File: src/rtl/clk_loss_pkg.sv
package clk_loss_pkg;
  typedef enum logic [1:0] {
    SEL_PLL    = 2'b00,
    SEL_REF    = 2'b01,
    SEL_SCM    = 2'b10,
    SEL_STATIC = 2'b11
  } clk_sel_e;

  typedef enum logic [1:0] {
    ST_NORMAL,
    ST_ON_REF,
    ST_ON_SCM,
    ST_HALTED
  } sup_state_e;
endpackage

File: src/rtl/clk_loss_activity_mon.sv
module clk_loss_activity_mon #(
  parameter int unsigned WIN_CYCLES = 256
) (
  input  logic clk_i,
  input  logic rst_ni,
  input  logic edge_i,
  output logic dead_o
);
  localparam int unsigned CntW = $clog2(WIN_CYCLES + 1);
  localparam logic [CntW-1:0] CntMax = CntW'(WIN_CYCLES);

  logic [CntW-1:0] quiet_q;

  always_ff @(posedge clk_i or negedge rst_ni) begin
    if (!rst_ni)             quiet_q <= '0;
    else if (edge_i)         quiet_q <= '0;
    else if (quiet_q != CntMax) quiet_q <= quiet_q + 1'b1;
  end

  assign dead_o = (quiet_q == CntMax);
endmodule

File: src/rtl/clk_loss_select_fsm.sv
module clk_loss_select_fsm
  import clk_loss_pkg::*;
(
  input  logic       clk_i,
  input  logic       rst_ni,
  input  logic       ref_dead_i,
  input  logic       fb_dead_i,
  input  logic       ext_mode_i,
  input  logic       loc_en_i,
  input  logic       irq_en_i,
  input  logic       scm_ok_i,
  output clk_sel_e   sel_o,
  output logic       irq_o,
  output logic       ref_lost_o,
  output logic       pll_lost_o
);
  sup_state_e state_q, state_d;
  logic active;
  logic ref_hit, fb_hit;

  assign active  = loc_en_i & ~ext_mode_i;
  assign ref_hit = active & ref_dead_i;
  assign fb_hit  = active & fb_dead_i;

  always_comb begin
    state_d = state_q;
    unique case (state_q)
      ST_NORMAL: begin
        // reference loss outranks PLL loss
        if (ref_hit)     state_d = scm_ok_i ? ST_ON_SCM : ST_HALTED;
        else if (fb_hit) state_d = ST_ON_REF;
      end
      ST_ON_REF: if (ref_hit) state_d = scm_ok_i ? ST_ON_SCM : ST_HALTED;
      ST_ON_SCM: if (!scm_ok_i) state_d = ST_HALTED;
      default:   state_d = ST_HALTED;
    endcase
  end

  always_ff @(posedge clk_i or negedge rst_ni) begin
    if (!rst_ni) begin
      state_q    <= ST_NORMAL;
      ref_lost_o <= 1'b0;
      pll_lost_o <= 1'b0;
      irq_o      <= 1'b0;
    end else begin
      state_q    <= state_d;
      ref_lost_o <= ref_lost_o | ref_hit;
      pll_lost_o <= pll_lost_o | fb_hit;
      irq_o      <= irq_o | (irq_en_i & (ref_hit | fb_hit));
    end
  end

  always_comb begin
    unique case (state_q)
      ST_NORMAL: sel_o = ext_mode_i ? SEL_REF : SEL_PLL;
      ST_ON_REF: sel_o = SEL_REF;
      ST_ON_SCM: sel_o = SEL_SCM;
      default:   sel_o = SEL_STATIC;
    endcase
  end
endmodule

File: src/rtl/clk_loss_supervisor.sv
module clk_loss_supervisor
  import clk_loss_pkg::*;
#(
  parameter int unsigned WIN_CYCLES = 256
) (
  input  logic       clk_i,
  input  logic       rst_ni,
  input  logic       ref_edge_i,
  input  logic       fb_edge_i,
  input  logic       ext_mode_i,
  input  logic       loc_en_i,
  input  logic       irq_en_i,
  input  logic       scm_ok_i,
  output logic [1:0] sel_o,
  output logic       irq_o,
  output logic       ref_lost_o,
  output logic       pll_lost_o,
  output logic       rst_release_o
);
  localparam int unsigned NumSrc = 2;

  logic [NumSrc-1:0] edge_vec;
  logic [NumSrc-1:0] dead_vec;
  clk_sel_e          sel;

  assign edge_vec = {fb_edge_i, ref_edge_i};

  for (genvar g = 0; g < NumSrc; g++) begin : g_mon
    clk_loss_activity_mon #(.WIN_CYCLES(WIN_CYCLES)) u_mon (
      .clk_i  (clk_i),
      .rst_ni (rst_ni),
      .edge_i (edge_vec[g]),
      .dead_o (dead_vec[g])
    );
  end

  clk_loss_select_fsm u_fsm (
    .clk_i      (clk_i),
    .rst_ni     (rst_ni),
    .ref_dead_i (dead_vec[0]),
    .fb_dead_i  (dead_vec[1]),
    .ext_mode_i (ext_mode_i),
    .loc_en_i   (loc_en_i),
    .irq_en_i   (irq_en_i),
    .scm_ok_i   (scm_ok_i),
    .sel_o      (sel),
    .irq_o      (irq_o),
    .ref_lost_o (ref_lost_o),
    .pll_lost_o (pll_lost_o)
  );

  assign sel_o         = sel;
  assign rst_release_o = ~|dead_vec;
endmodule

File: config.mk
export PLATFORM = sky130hd
export DESIGN_NAME = clk_loss_supervisor
export DESIGN_NICKNAME = d
export VERILOG_FILES = /design/src/rtl/clk_loss_pkg.sv /design/src/rtl/clk_loss_activity_mon.sv /design/src/rtl/clk_loss_select_fsm.sv /design/src/rtl/clk_loss_supervisor.sv
export SDC_FILE = /design/constraint.sdc
export NUM_CORES = 1
export LEC_CHECK = 0
export CAP_MARGIN = 10
export CORE_MARGIN = 2
export CORE_UTILIZATION = 30
export DETAILED_ROUTE_END_ITERATION = 10
export SYNTH_ARGS = -nofsm -noshare
export SYNTH_HDL_FRONTEND = slang
export SYNTH_SLANG_ARGS = --single-unit
File: constraint.sdc
create_clock -name clk_i -period 2 [get_ports clk_i]
set_input_delay 0.2 -clock clk_i [delete_from_list [all_inputs] [get_ports clk_i]]
set_output_delay 0.2 -clock clk_i [all_outputs]
set_load 0.1 [all_outputs]
==> results.py, run 1 <==
metrics = {
    "run_status": {
        "status": "finished clean",
    },
    "hold_path": {
        "hold_path.class": "in -> async",
    },
    "logic_synthesis": {
        "synth_edf_count": 0,
        "ys_seq_area_frac": 0.493,
        "yosys-top-cells-area": "dfrtp_1, xor2_1, a21oi_1",
        "syn_inst": 116,
        "synth_top_area_frac": 0.493,
        "synthTopCellsByCount": "dfrtp_1, nor2_1, a21oi_1, nand3_1, inv_1",
        "syn_area_um2": 1170,
        "synth.avg_cell_area_um2": 10.1,
        "yosys_warnings": 0,
        "synthArstFlopShare": 1.00,
        "synth.distinct_cells": 30,
        "synth_area_leader_cell": "dfrtp_1",
        "yosys_most_used_dff": "dfrtp_1",
        "ys_ff_latch": 23,
        "yosysMostFrequentCell": "dfrtp_1",
        "syn_nets": 128,
    },
    "floorplan": {
        "die_x_um": 66.4,
        "initial_utilization": 0.314,
        "top_level_ports": 14,
        "rows": 22,
        "die_y_um": 66.4,
        "core-area_um2": 3720,
        "dieArea_um2": 4410,
    },
    "sta": {
        "slew_violations": 0,
        "clock.fmax_mhz": 519,
        "setup_slack_ns": 0.0749,
        "max-slew-margin-rel": 0.718,
        "finalSetupViolCount": 0,
        "fin_worst_skew_ns": 0.00189,
        "tns_ns": 0,
        "hold_violations": 0,
        "period_share": 0.963,
        "layout_min_cycle_time_ns": 1.93,
        "worst_pin_slew_ns": 0.420,
    },
    "global_routing": {
        "grt_max_degree": 24,
        "gr-total-overflow": 0,
        "grt_pass1_vias": 910,
        "antenna_found_initial": 0,
        "grtUsageTotal": 0.119,
        "grt_pass1_wl_um": 4030,
    },
    "place": {
        "dpl.hpwl_um": 1610,
        "port_buffers": 13,
        "gp_congestion": 0.827,
        "dpl_cell_area_um2": 1370,
        "placement.setup.worst_slack_ns": 0.268,
    },
    "layout": {
        "antenna_cells": 0,
        "nets": 147,
        "design_area_um2": 1450,
        "synthToLayoutAreaGrowth_pct": 23.9,
        "drive_gt1_frac": 0.157,
    },
    "power_and_ir_drop": {
        "peakVddDrop_mv": 0.392,
        "p_leak_nw": 0.613,
        "power_density_nw_per_um2": 621,
    },
    "worst_setup_path": {
        "arrival_ns": 1.73,
        "worstPathRequired_ns": 1.80,
        "endpoint_kind": "output port",
        "worst-setup-path-type": "reg -> out",
        "startpoint_type": "flop",
        "crit_fanout": 7,
    },
    "detailed_routing": {
        "avgViaCountPerCell": 4.93,
        "drtIter0Drc": 12,
        "antenna_left": 0,
        "wl_um": 2240,
        "firstDrtPassIters": 3,
        "drc": 0,
        "wl_per_cell_um": 12.3,
        "vias": 897,
    },
    "cts": {
        "path_clk_slew_ns": 0.08,
        "ctsRootBufferMaster": "clkbuf_8",
        "cts_made_buffers": 3,
        "clockBufferDepth": 2,
        "clock_latency_ns": 0.26,
        "cts_tree": "built",
        "cts.sinks": 23,
        "h-tree-depth": 1,
    },
    "job": {
        "drv_cap": 0,
    },
}
## sequential cells by signal, summed over array words and instances (netlist names)
register	cells
g_mon.u_mon.quiet_q	18
u_fsm.state_q	2
u_fsm.irq_o	1
u_fsm.pll_lost_o	1
u_fsm.ref_lost_o	1
## stage by stage
step	power, mW	cells	util	hold WS, ns
floorplan	0.576	116	-	-0.0956
global placement	0.615	176	0.369	0.446
detailed placement	0.620	176	0.369	0.448
CTS	0.907	180	0.381	0.295
global route	0.941	182	0.390	0.301
finish	0.900	182	0.390	0.281
## worst max-delay path, cell delays in order (launching register included)
cell and delay (ns):
dfrtp_1 0.47, nor4_2 0.47, nand2_1 0.12, and2_2 0.23
buf_12 0.16
## path summary, 6_finish.rpt
kind                                           start                   endpoint  slack [ns]  cells past startpoint
min reg2reg                              u_fsm.irq_o                u_fsm.irq_o        0.46                      1
max reg2reg                g_mon[1].u_mon.quiet_q[2]           u_fsm.state_q[0]        0.32                      5
max in group asynchronous                     rst_ni  g_mon[1].u_mon.quiet_q[4]        1.49                      2
min                                           rst_ni  g_mon[0].u_mon.quiet_q[4]        0.28                      2
min in group clk_i                       u_fsm.irq_o                u_fsm.irq_o        0.46                      1
max                        g_mon[1].u_mon.quiet_q[2]              rst_release_o        0.07                      4
## placed cells by master (no fill, tap or decap)
| cell | instances |
|---|---|
| or2b_2 | 2 |
| a31oi_1 | 1 |
| nor4b_4 | 2 |
| a21oi_1 | 10 |
| clkbuf_8 | 3 |
| buf_12 | 2 |
| nand2_2 | 1 |
| a21o_1 | 2 |
| nand2_1 | 6 |
| nand3_1 | 10 |
| nor4_2 | 1 |
| o31a_1 | 1 |
| buf_4 | 8 |
| clkdlybuf4s50_1 | 7 |
| a211oi_1 | 1 |
| nor2_1 | 12 |
| or3_1 | 5 |
| o21bai_1 | 2 |
| o21ai_0 | 6 |
| and2_2 | 1 |
| nor4bb_4 | 1 |
| nand3b_1 | 1 |
| nand4_1 | 1 |
| nand2b_1 | 1 |
| xnor2_1 | 2 |
| xor2_1 | 6 |
| clkbuf_1 | 1 |
| mux2i_1 | 1 |
| o32a_1 | 1 |
| dfrtp_1 | 23 |
| ha_1 | 4 |
| inv_1 | 7 |
| and3_1 | 2 |
## metal layers
metal / global-route usage / wire, um
met5: 0 / 0
met4: 0.0689 / 51
met3: 0.0187 / 43
met2: 0.193 / 1120
met1: 0.150 / 1030
## power breakdown
part	leakage, nW	switching [mW]	internal, mW	total (mW)
Clock	0.0228	0.146	0.142	0.288
Sequential	0.303	0.0167	0.479	0.495
Combinational	0.288	0.0713	0.0450	0.116
Total	0.613	0.234	0.666	0.900
## cells by family (layout without fill, tap and decap cells)
group           count (synthesis)  after routing  synth area share
mux                             1              1           0.00857
xor+xnor                        8              8            0.0600
compound gates                 24             24             0.122
fa+ha+maj                       4              4            0.0428
flops                          23             23             0.493
buf+inv                        10             28            0.0321
simple gates                   46             46             0.242
## layout make-up
class | count | area [um2]
clock buffer | 4 | 45.0
sequential | 23 | 576
multi-input combinational | 83 | 571
fill | 375 | 2270
timing repair buffer | 17 | 170
tap | 48 | 60.1
inverter | 7 | 26.3
## repair_timing
item	4_1_cts	5_1_grt
hold buffers	0	0
setup endpoints to repair	0	1
resized for setup	0	2
buffers inserted	0	2
Note: power is estimated with default switching activity, not from simulation.
==> run 2, diff against run 1 <==
MAX_ROUTING_LAYER = met4   (was not set)
==> results of run 2 <==
Final layout, timing and power as in run 1 (identical DEF).
Among the figures that moved: final weighted congestion in routability-driven placement 0.827 -> 0.840; overall routing resource usage 0.119 -> 0.123
